## config.mk

```make
export PLATFORM = sky130hd
export DESIGN_NAME = lockstep_cmp
export DESIGN_NICKNAME = d
export VERILOG_FILES = /design/src/rtl/lsc_pkg.sv /design/src/rtl/lsc_delay_line.sv /design/src/rtl/lsc_arm_ctrl.sv /design/src/rtl/lsc_lane_cmp.sv /design/src/rtl/lsc_fault_latch.sv /design/src/rtl/lockstep_cmp.sv
export SDC_FILE = /design/constraint.sdc
export NUM_CORES = 1
export LEC_CHECK = 0
export BUFFER_PORTS_ARGS = -buffer_cell sky130_fd_sc_hd__buf_4
export CAP_MARGIN = 20
export CORE_MARGIN = 3
export CORE_UTILIZATION = 40
export CTS_CLUSTER_SIZE = 14
export DETAILED_ROUTE_END_ITERATION = 16
export PLACE_DENSITY = 0.65
export SLEW_MARGIN = 10
export SYNTH_ARGS = -nofsm -noshare
export SYNTH_HDL_FRONTEND = slang
export SYNTH_SLANG_ARGS = --single-unit
```

## constraint.sdc

```tcl
create_clock -name clk -period 2.1 [get_ports clk]
set_clock_uncertainty 0.2 [all_clocks]
set_input_delay 0.105 -clock clk [delete_from_list [all_inputs] [get_ports clk]]
set_output_delay 0.105 -clock clk [all_outputs]
set_load 0.01 [all_outputs]
```

## src/rtl/lsc_pkg.sv

```systemverilog
// Shared helpers for the skewed lockstep comparator.
// Assumes: lane counts are small positive integers.
package lsc_pkg;

    // Width of a lane index that can also encode the valid-disagreement code.
    function automatic int lane_idx_width(input int lanes);
        return (lanes < 1) ? 1 : $clog2(lanes + 1);
    endfunction

    // Width of a counter that can reach the given value.
    function automatic int count_width(input int max_val);
        return (max_val < 2) ? 1 : $clog2(max_val + 1);
    endfunction

endpackage

```

## src/rtl/lsc_delay_line.sv

```systemverilog
// Fixed-depth register delay line.
// Does: presents its input DEPTH clock edges later; all stages reset to zero.
// Assumes: DEPTH >= 1.
module lsc_delay_line #(
    parameter int W     = 33,
    parameter int DEPTH = 2
) (
    input  logic         clk,
    input  logic         rst_n,
    input  logic [W-1:0] din,
    output logic [W-1:0] dout
);

    logic [W-1:0] stg [DEPTH];

    for (genvar i = 0; i < DEPTH; i++) begin : g_stage
        if (i == 0) begin : g_head
            // Capture the live input into the first stage.
            always_ff @(posedge clk) begin
                if (!rst_n) stg[i] <= '0;
                else        stg[i] <= din;
            end
        end else begin : g_tail
            // Shift the previous stage forward.
            always_ff @(posedge clk) begin
                if (!rst_n) stg[i] <= '0;
                else        stg[i] <= stg[i-1];
            end
        end
    end

    assign dout = stg[DEPTH-1];

endmodule

```

## src/rtl/lsc_arm_ctrl.sv

```systemverilog
// Comparison arming after reset.
// Does: raises armed once SKEW clock edges have passed since reset release,
// i.e. once the delay line holds only post-reset primary samples.
// Assumes: SKEW >= 1.
module lsc_arm_ctrl #(
    parameter int SKEW = 2
) (
    input  logic clk,
    input  logic rst_n,
    output logic armed
);

    localparam int CW = lsc_pkg::count_width(SKEW);

    logic [CW-1:0] fill_cnt;

    assign armed = (fill_cnt == CW'(SKEW));

    // Count edges since reset until the delay line is full, then hold.
    always_ff @(posedge clk) begin
        if (!rst_n)      fill_cnt <= '0;
        else if (!armed) fill_cnt <= fill_cnt + 1'b1;
    end

endmodule

```

## src/rtl/lsc_lane_cmp.sv

```systemverilog
// Aligned stream comparator.
// Does: compares two valid-qualified buses lane by lane; reports a mismatch
// and the lowest failing lane, or code LANES when the valid bits disagree.
// Assumes: both inputs are already time-aligned; purely combinational.
module lsc_lane_cmp #(
    parameter int LANES  = 4,
    parameter int LANE_W = 8,
    parameter int IDX_W  = 3
) (
    input  logic                    armed,
    input  logic                    a_vld,
    input  logic [LANES*LANE_W-1:0] a_data,
    input  logic                    b_vld,
    input  logic [LANES*LANE_W-1:0] b_data,
    output logic                    mismatch,
    output logic [IDX_W-1:0]        idx
);

    logic [LANES-1:0] lane_diff;
    logic             vld_diff;
    logic             both_vld;

    for (genvar l = 0; l < LANES; l++) begin : g_lane
        assign lane_diff[l] = |(a_data[l*LANE_W +: LANE_W] ^ b_data[l*LANE_W +: LANE_W]);
    end

    assign vld_diff = a_vld ^ b_vld;
    assign both_vld = a_vld & b_vld;

    // Pick the lowest differing lane; a valid disagreement overrides it.
    always_comb begin
        idx = '0;
        for (int l = LANES - 1; l >= 0; l--) begin
            if (lane_diff[l]) idx = IDX_W'(l);
        end
        if (vld_diff) idx = IDX_W'(LANES);
        mismatch = armed & (vld_diff | (both_vld & (|lane_diff)));
    end

endmodule

```

## src/rtl/lsc_fault_latch.sv

```systemverilog
// Trap and sticky error capture.
// Does: on a mismatch with no error held, pulses trap for one cycle, sets
// the sticky flag and records the lane; clear releases the held error, and
// a mismatch in the clearing cycle is recorded afresh.
// Assumes: mismatch and idx are stable before the clock edge.
module lsc_fault_latch #(
    parameter int IDX_W = 3
) (
    input  logic             clk,
    input  logic             rst_n,
    input  logic             mismatch,
    input  logic [IDX_W-1:0] idx,
    input  logic             clr,
    output logic             trap,
    output logic             sticky,
    output logic [IDX_W-1:0] lane
);

    logic keep;

    assign keep = sticky & ~clr;

    // Record the first mismatch and pulse the trap; otherwise hold or clear.
    always_ff @(posedge clk) begin
        if (!rst_n) begin
            trap   <= 1'b0;
            sticky <= 1'b0;
            lane   <= '0;
        end else if (mismatch && !keep) begin
            trap   <= 1'b1;
            sticky <= 1'b1;
            lane   <= idx;
        end else begin
            trap   <= 1'b0;
            sticky <= keep;
        end
    end

endmodule

```

## src/rtl/lockstep_cmp.sv

```systemverilog
// Skewed dual-core lockstep comparator (top).
// Does: delays the primary outputs by SKEW cycles, applies optional
// single-bit fault injection to the shadow outputs, compares the aligned
// streams and latches the first failure.
// Assumes: SKEW is 1 or 2; the shadow core trails the primary by SKEW cycles.
module lockstep_cmp #(
    parameter int LANES  = 4,
    parameter int LANE_W = 8,
    parameter int SKEW   = 2
) (
    input  logic                                clk,
    input  logic                                rst_n,
    input  logic                                pri_vld,
    input  logic [LANES*LANE_W-1:0]             pri_data,
    input  logic                                shd_vld,
    input  logic [LANES*LANE_W-1:0]             shd_data,
    input  logic                                inj_en,
    input  logic [$clog2(LANES*LANE_W)-1:0]     inj_sel,
    input  logic                                err_clr,
    output logic                                trap,
    output logic                                err_sticky,
    output logic [$clog2(LANES+1)-1:0]          err_lane
);

    localparam int DATA_W = LANES * LANE_W;
    localparam int IDX_W  = lsc_pkg::lane_idx_width(LANES);

    logic [DATA_W:0]   pri_dly;
    logic [DATA_W-1:0] inj_mask;
    logic [DATA_W-1:0] shd_eff;
    logic              armed;
    logic              mismatch;
    logic [IDX_W-1:0]  mm_idx;

    // Build the single-bit fault mask and apply it to the shadow stream.
    always_comb begin
        inj_mask = inj_en ? (DATA_W'(1) << inj_sel) : '0;
        shd_eff  = shd_data ^ inj_mask;
    end

    lsc_delay_line #(
        .W     (DATA_W + 1),
        .DEPTH (SKEW)
    ) i_delay (
        .clk   (clk),
        .rst_n (rst_n),
        .din   ({pri_vld, pri_data}),
        .dout  (pri_dly)
    );

    lsc_arm_ctrl #(
        .SKEW (SKEW)
    ) i_arm (
        .clk   (clk),
        .rst_n (rst_n),
        .armed (armed)
    );

    lsc_lane_cmp #(
        .LANES  (LANES),
        .LANE_W (LANE_W),
        .IDX_W  (IDX_W)
    ) i_cmp (
        .armed    (armed),
        .a_vld    (pri_dly[DATA_W]),
        .a_data   (pri_dly[DATA_W-1:0]),
        .b_vld    (shd_vld),
        .b_data   (shd_eff),
        .mismatch (mismatch),
        .idx      (mm_idx)
    );

    lsc_fault_latch #(
        .IDX_W (IDX_W)
    ) i_latch (
        .clk      (clk),
        .rst_n    (rst_n),
        .mismatch (mismatch),
        .idx      (mm_idx),
        .clr      (err_clr),
        .trap     (trap),
        .sticky   (err_sticky),
        .lane     (err_lane)
    );

endmodule

```

==> out/summary.txt, run 1 <==
========================================================================================
Post-detailed-routing wire length                                                7130 um
Number of max-slew violations in the final report                                      0
Top fanout value on the critical path                                                  3
Final design area excluding fillers                                             4590 um2
Worst reg2reg setup slack                                                          -6 ps
Drt via density                                                                     4.77
Number of antenna violations at the first check in global routing                      0
CTS Buf Count                                                                          9
Arrival time worst endpoint                                                      2130 ps
Max rail drop VDD                                                               0.322 mV
Number of buffers inserted by port buffering                                          79
Tot GR Track Use                                                                   0.162
Final period utilization                                                            1.00
Worst hold margin                                                                56.6 ps
Effective utilization at floorplan                                                 0.413
I/O pin count                                                                         80
Least-Margin Pin Slew                                                             516 ps
Standard-cell row count                                                               32
Dpl hpwl                                                                         5040 um
Detailed router's first-iteration violation count                                    115
Upper clock frequency limit                                                      475 MHz
Die Outline Area                                                                9120 um2
Flip-flop and latch count after synthesis                                             73
Core Region                                                                     7770 um2
Critical Setup Path Class                                                   register to register
Standard cell area after detailed placement                                     4000 um2
Area used by multi-input combinational logic                                    1730 um2
Routed length per instance                                                       12.9 um
Clock sink count                                                                      73
Die outline height                                                               95.5 um
Worst setup slack after layout                                                  -6.03 ps
Nets                                                                                 525
H-tree lvl count                                                                       3
Post-CTS Repair Setup Buffers                                                          0
Pin count of the biggest net entering global routing                                  75
Clock Pin Slew Worst Setup and Hold Paths                                          70 ps
CTS tree                                                                             yes
Number of DRC violations after detailed routing                                        0
YS warnings                                                                            0
Post-synthesis sequential area ratio                                               0.456
Count of fill cells added during filler insertion                                    692
Unrepaired setup endpoints after global routing                                     true
Setup crit start kind                                                           register
Async S/R FF share, synth                                                              0
Class of the tightest hold or removal check                                 primary input to register
Die span in x                                                                    95.5 um
Register cell area after layout                                                 1460 um2
Number of failing setup endpoints in the final timing report                           1
Fraction of final layout cells sized beyond drive strength 1                       0.314
Detail Route Antenna Nets                                                              0
Number of search-and-repair iterations in the first detailed-routing pass              4
Result of the run                                                           complete, but fails checks
Slew HR                                                                            0.656
Maximum Capacitance Violations                                                         0
# diodes                                                                               0
Number of cells on the worst reg-to-reg path                                           7
Area of the mapped netlist                                                      3210 um2
Leakage power summed over all cells                                           0.00197 uW
Violated checks                                                             setup timing
Final hold violation count                                                             0
Area Overhead vs Synth                                                             43.3%
Clk_lat worst skew                                                                340 ps
Final cell count without fillers                                                     554
Placed cell count                                                                    506
First-pass GRT wire length                                                     11,300 um
Max Buffers Root-to-Sink                                                               2
Power density normalized to cell area                                         680 nW/um2
Last weighted congestion value of the routability-driven placer                    0.825
Minimum clock period                                                             2110 ps
Post-Synthesis Net Count                                                             396
Average footprint of a synthesized cell                                         10.0 um2
Number of enable-type register cells in the synthesized netlist                        0
Crit. End Element                                                               register
Dominant register cell in the synthesized netlist                           sky130_fd_sc_hd__dfxtp_1
Via count                                                                          2,644
Clock root buffer                                                           sky130_fd_sc_hd__clkbuf_8
Syn Inst Count                                                                       319
Vias in the first global route                                                     2,480
Sum of overflow across all layers after global routing                                 0
Required time of the critical path                                               2120 ps
Worst Hold Depth                                                                       2
Count of different cell masters after synthesis                                       57
========================================================================================
## cells by family after synthesis
| logic type | synth area share |
|---|---|
| xor gates and xnor gates | 0.0902 |
| and+or+nand+nor | 0.324 |
| adders and majority gates | 0.00781 |
| buffers and inverters | 0.0281 |
| AOI/OAI and AO/OA | 0.0738 |
| DFF | 0.456 |
| muxes | 0.0199 |
## worst paths after layout
path / to / start
min reg2reg: i_delay.stg[1][6] / i_delay.stg[0][6]
min: i_latch.lane[1] / rst_n
max: i_latch.sticky / i_delay.stg[1][30]
max reg2reg: i_latch.sticky / i_delay.stg[1][30]
## report_power, final
part           internal (uW)  switching (uW)
logic                    340             245
clock network            535             497
registers               1470            35.3
total                   2350             776
## flip-flops by register name (all words and copies together), names as in the netlist
register / cells
i_delay.stg: 66
i_latch.lane: 3
i_arm.fill_cnt: 2
i_latch.sticky: 1
i_latch.trap: 1
## stage by stage
step                      TNS [ps]  setup WS, ps  total power [uW]  utilization
after detailed placement      -500          -194              2060        0.515
after floorplan                  0          32.8              1840            -
final                        -6.03         -6.03              3120        0.591
after global placement        -258          -125              2050        0.515
after CTS                        0         0.800              3150        0.586
after global routing          -230          -113              3280        0.591
## cells in the final DEF (no fill, tap or decap), types with 3 or more instances in the layout
cell type,netlist,layout
sky130_fd_sc_hd__or3_1,5,5
sky130_fd_sc_hd__and2_1,68,68
sky130_fd_sc_hd__mux2_2,3,3
sky130_fd_sc_hd__nand4_1,3,3
sky130_fd_sc_hd__and3b_1,3,3
sky130_fd_sc_hd__nand4b_1,9,9
sky130_fd_sc_hd__nor2_1,8,8
sky130_fd_sc_hd__dfxtp_1,73,71
sky130_fd_sc_hd__xnor2_2,0,4
sky130_fd_sc_hd__o211ai_1,6,6
sky130_fd_sc_hd__clkbuf_8,0,9
sky130_fd_sc_hd__mux2i_1,3,3
sky130_fd_sc_hd__nand2_1,14,14
sky130_fd_sc_hd__clkinv_2,0,3
sky130_fd_sc_hd__nor4b_1,10,9
sky130_fd_sc_hd__xnor2_1,18,14
sky130_fd_sc_hd__nor3b_1,3,3
sky130_fd_sc_hd__buf_4,1,100
sky130_fd_sc_hd__nand2b_1,3,3
sky130_fd_sc_hd__a211oi_1,3,3
sky130_fd_sc_hd__o21ai_0,6,6
sky130_fd_sc_hd__dlygate4sd3_1,0,33
sky130_fd_sc_hd__nand3_1,7,7
sky130_fd_sc_hd__xor2_2,0,4
sky130_fd_sc_hd__xor2_1,15,11
## layout make-up
| class | instances | area share |
|---|---|---|
| Tap cell | 102 | 0.0278 |
| Clock buffer | 9 | 0.0270 |
| Timing Repair Buffer | 133 | 0.235 |
| Sequential cell | 73 | 0.319 |
| Clock inverter | 6 | 0.0131 |
| Multi-Input combinational cell | 230 | 0.377 |
| Inverter | 1 | 0.000817 |
## worst max-delay path, cell delays in order (launching register included)
cell and delay, ps:
sky130_fd_sc_hd__dfxtp_2 330, sky130_fd_sc_hd__xnor2_2 140, sky130_fd_sc_hd__or4b_1 510, sky130_fd_sc_hd__nand2_1 100, sky130_fd_sc_hd__a21oi_2 50, sky130_fd_sc_hd__nor4_4 200, sky130_fd_sc_hd__nand2_2 100, sky130_fd_sc_hd__o311a_1 360
## synth_stat cells (2+ instances only)
cell	n	area, um2
sky130_fd_sc_hd__dfxtp_1	73	1460
sky130_fd_sc_hd__and2_1	68	425
sky130_fd_sc_hd__xnor2_1	18	158
sky130_fd_sc_hd__xor2_1	15	131
sky130_fd_sc_hd__nand2_1	14	52.6
sky130_fd_sc_hd__nor4b_1	10	87.6
sky130_fd_sc_hd__nand4b_1	9	78.8
sky130_fd_sc_hd__clkbuf_1	8	30.0
sky130_fd_sc_hd__nor2_1	8	30.0
sky130_fd_sc_hd__nand3_1	7	35.0
sky130_fd_sc_hd__o211ai_1	6	45.0
sky130_fd_sc_hd__o21ai_0	6	30.0
sky130_fd_sc_hd__or3_1	5	31.3
sky130_fd_sc_hd__a211oi_1	3	22.5
sky130_fd_sc_hd__and3b_1	3	26.3
sky130_fd_sc_hd__buf_2	3	15.0
sky130_fd_sc_hd__buf_6	3	33.8
sky130_fd_sc_hd__mux2_2	3	33.8
sky130_fd_sc_hd__mux2i_1	3	30.0
sky130_fd_sc_hd__nand2b_1	3	18.8
sky130_fd_sc_hd__nand4_1	3	18.8
sky130_fd_sc_hd__nor3b_1	3	22.5
sky130_fd_sc_hd__a21oi_1	2	10.0
sky130_fd_sc_hd__a311oi_1	2	17.5
sky130_fd_sc_hd__a31oi_1	2	12.5
sky130_fd_sc_hd__and3_1	2	12.5
sky130_fd_sc_hd__ha_1	2	25.0
sky130_fd_sc_hd__nand3b_1	2	15.0
sky130_fd_sc_hd__nor2b_1	2	12.5
sky130_fd_sc_hd__o211a_1	2	20.0
sky130_fd_sc_hd__o311a_1	2	20.0
sky130_fd_sc_hd__or2b_1	2	15.0
## timing repair
action | CTS | global route
pin swaps | 3 | 0
resized for setup | 7 | 7
hold buffers | 33 | 0
endpoints found under the hold margin | 33 | 0
cloned | 0 | 0
endpoints found under the setup margin | 4 | 5
## routing by layer
layer	GRT usage	wire length (um)
met5	0	0
met1	0.209	3180
met4	0.0640	102
met2	0.268	3500
met3	0.0276	349
Note: power is estimated with default switching activity, not from simulation.
==> run 2: changes to the inputs <==
Settings changed: ABC_AREA set to 1, PLACE_DENSITY 0.65 to not set.
==> out/summary.txt, run 2 <==
========================================================================================
Result of the run                                                              completed
Async S/R FF share, synth                                                              0
Leading cell type in the layout, fill and taps excluded                     sky130_fd_sc_hd__nand2_1
Final hold violation count                                                             0
Clock network fraction of design power                                             0.337
Routed length per instance                                                       10.7 um
Sum of overflow across all layers after global routing                                 0
I/O pin count                                                                         80
Vias in the first global route                                                     3,258
Required time of the critical path                                               2180 ps
Post-Synthesis Net Count                                                             667
Arrival time worst endpoint                                                      2010 ps
Number of search-and-repair iterations in the first detailed-routing pass              5
Max rail drop VDD                                                               0.404 mV
Number of DRC violations after detailed routing                                        0
Syn Inst Count                                                                       590
Dpl hpwl                                                                         6330 um
Clock root buffer                                                           sky130_fd_sc_hd__clkbuf_8
Dominant register cell in the synthesized netlist                           sky130_fd_sc_hd__dfxtp_1
Crit. End Element                                                               register
CTS tree                                                                             yes
Detail Route Antenna Nets                                                              0
Class of the tightest hold or removal check                                 primary input to register
YS warnings                                                                            0
Effective utilization at floorplan                                                 0.421
Number of enable-type register cells in the synthesized netlist                        0
Critical Setup Path Class                                                   register to register
Flip-flop and latch count after synthesis                                             73
H-tree lvl count                                                                       3
Slew HR                                                                            0.692
Count of different cell masters after synthesis                                       28
Detailed router's first-iteration violation count                                    171
Maximum Capacitance Violations                                                         0
Number of cells on the worst reg-to-reg path                                          13
First-pass GRT wire length                                                     14,300 um
Sequential fraction of design power                                                0.468
Net switching component of the power                                              871 uW
Largest Register                                                             i_delay.stg
Share of power burned in combinational logic                                       0.195
Final design area excluding fillers                                             5200 um2
Number of max-slew violations in the final report                                      0
Worst Hold Depth                                                                       5
Via count                                                                          3,719
Post-detailed-routing wire length                                                9020 um
Post-synthesis cell type with the largest combined area                     sky130_fd_sc_hd__dfxtp_1
Pin count of the biggest net entering global routing                                  46
Die span in x                                                                     103 um
Largest register FFs                                                                  66
Leakage power summed over all cells                                           0.00297 uW
Die outline height                                                                103 um
Number of failing setup endpoints in the final timing report                           0
Number of antenna violations at the first check in global routing                      0
Final period utilization                                                           0.915
Drt via density                                                                     4.43
Max Buffers Root-to-Sink                                                               2
Setup crit start kind                                                           register
Average footprint of a synthesized cell                                         6.38 um2
Most instantiated library cell after synthesis                              sky130_fd_sc_hd__nand2_1
Standard-cell row count                                                               34
Fraction of final layout cells sized beyond drive strength 1                       0.164
Top library cells by usage in the layout, fill and taps aside               217 x sky130_fd_sc_hd__nand2_1, 121 x sky130_fd_sc_hd__inv_1, 88 x sky130_fd_sc_hd__buf_4, 73 x sky130_fd_sc_hd__dfxtp_1, 56 x sky130_fd_sc_hd__dlygate4sd3_1
P_int                                                                            2320 uW
Clock sink count                                                                      73
Main area contributors after synthesis                                      sky130_fd_sc_hd__dfxtp_1 39%, sky130_fd_sc_hd__nand2_1 22%, sky130_fd_sc_hd__inv_1 12%
Last weighted congestion value of the routability-driven placer                    0.929
Minimum clock period                                                             1920 ps
Least-Margin Pin Slew                                                             462 ps
Share of the core filled with cells in the final layout                            0.582
Die Outline Area                                                              10,600 um2
Area of the mapped netlist                                                      3760 um2
CTS Buf Count                                                                          9
Core Region                                                                     8930 um2
Most common cell on crit path                                               sky130_fd_sc_hd__nand2_1
Largest registers in the final layout                                       i_delay.stg (66), i_latch.lane (3), i_arm.fill_cnt (2)
Leading cell types by count after synthesis                                 217 x sky130_fd_sc_hd__nand2_1, 121 x sky130_fd_sc_hd__inv_1, 73 x sky130_fd_sc_hd__dfxtp_1
Upper clock frequency limit                                                      520 MHz
Number of buffers inserted by port buffering                                          79
Power density normalized to cell area                                         613 nW/um2
Area Overhead vs Synth                                                             38.3%
Clock Pin Slew Worst Setup and Hold Paths                                          80 ps
Area share of the largest cell type after synthesis                                0.388
Tot GR Track Use                                                                   0.175
Total Neg Setup Slack                                                               0 ps
Standard cell area after detailed placement                                     4440 um2
Cell with the biggest individual delay on the critical path                 sky130_fd_sc_hd__dfxtp_1
Top fanout value on the critical path                                                  2
Nets                                                                                 803
Fraction of power spent switching nets                                             0.273
Clk_lat worst skew                                                                340 ps
Series of cell instances along the critical path                            xor2_1 > inv_1 > nand2_1 > nand2_1 > nor2_1 > nand2_1 > nor2_1 > nand2_1 > nand2_1 > nand2_1 > nor2_1 > nand4_1 > a21oi_2
Max incr delay on CP                                                              330 ps
Post-synthesis sequential area ratio                                               0.388
# diodes                                                                               0
========================================================================================
-- run 2: path summary, 6_finish.rpt --
| path | startpoint | endpoint | slack [ps] |
|---|---|---|---|
| setup reg to reg | i_delay.stg[1][16] | i_latch.lane[0] | 180 |
| setup / recovery | i_delay.stg[1][16] | i_latch.lane[0] | 180 |
| hold reg to reg | i_delay.stg[0][6] | i_delay.stg[1][6] | 210 |
| hold / removal | shd_vld | i_latch.lane[0] | 60 |
-- run 2: cells by family (layout without fill, tap and decap cells) --
kind of cell	after synthesis	in the layout	synth area share
AO/OA/AOI/OAI	14	14	0.0203
XOR/XNOR	26	26	0.0605
adder cells (fa/ha/maj)	2	2	0.00665
buffers and inverters	146	287	0.159
flip-flops	73	73	0.388
AND/OR/NAND/NOR	329	329	0.365
-- run 2: timing repair --
action / in CTS / in global routing
setup endpoints to repair: 0 / 2
endpoints found under the hold margin: 52 / 0
resized for setup: 0 / 2
setup buffers: 0 / 0
hold buffers: 56 / 0
-- run 2: area by class of cell --
cell class | count | area (um2)
Timing Repair Buffer | 144 | 1220
Clock buffer | 10 | 128
Tap cell | 108 | 135
Sequential cell | 73 | 1460
Inverter | 127 | 478
Multi-Input combinational cell | 371 | 1710
Clock inverter | 6 | 67.6
Fill cell | 847 | 3730
-- run 2: stage by stage --
| stage | power, uW | hold WS [ps] | cells | setup slack [ps] |
|---|---|---|---|---|
| after floorplan | 1860 | 2.63 | 590 | 379 |
| after global placement | 2040 | 84.9 | 767 | 37.6 |
| after detailed placement | 2060 | 88.4 | 767 | 0.331 |
| after CTS | 3230 | 33.6 | 839 | 157 |
| after global routing | 3390 | 81.5 | 839 | -23.7 |
| final | 3190 | 56.1 | 839 | 178 |
-- run 2: critical path: cells and delay by family, from the launching register on --
kind / cells / cell delay, ps
buf+inv: 1 / 70
flops: 1 / 330
compound gates: 1 / 120
xor+xnor: 1 / 280
simple gates: 10 / 860
-- run 2: power groups by stage --
stage	combinational, uW	clock (uW)	sequential, uW
floorplan	335	0	1520
global placement	521	0	1520
detailed placement	533	0	1530
CTS	616	1120	1490
global route	700	1190	1500
finish	622	1080	1490
-- run 2: metal layers --
layer  global-route usage  vias up  share of wire
li1                     -     1998              -
met1                0.227     1619           0.45
met2                0.277       88           0.47
met3               0.0392       14          0.051
met4               0.0787        0          0.026
met5                    0        -              0
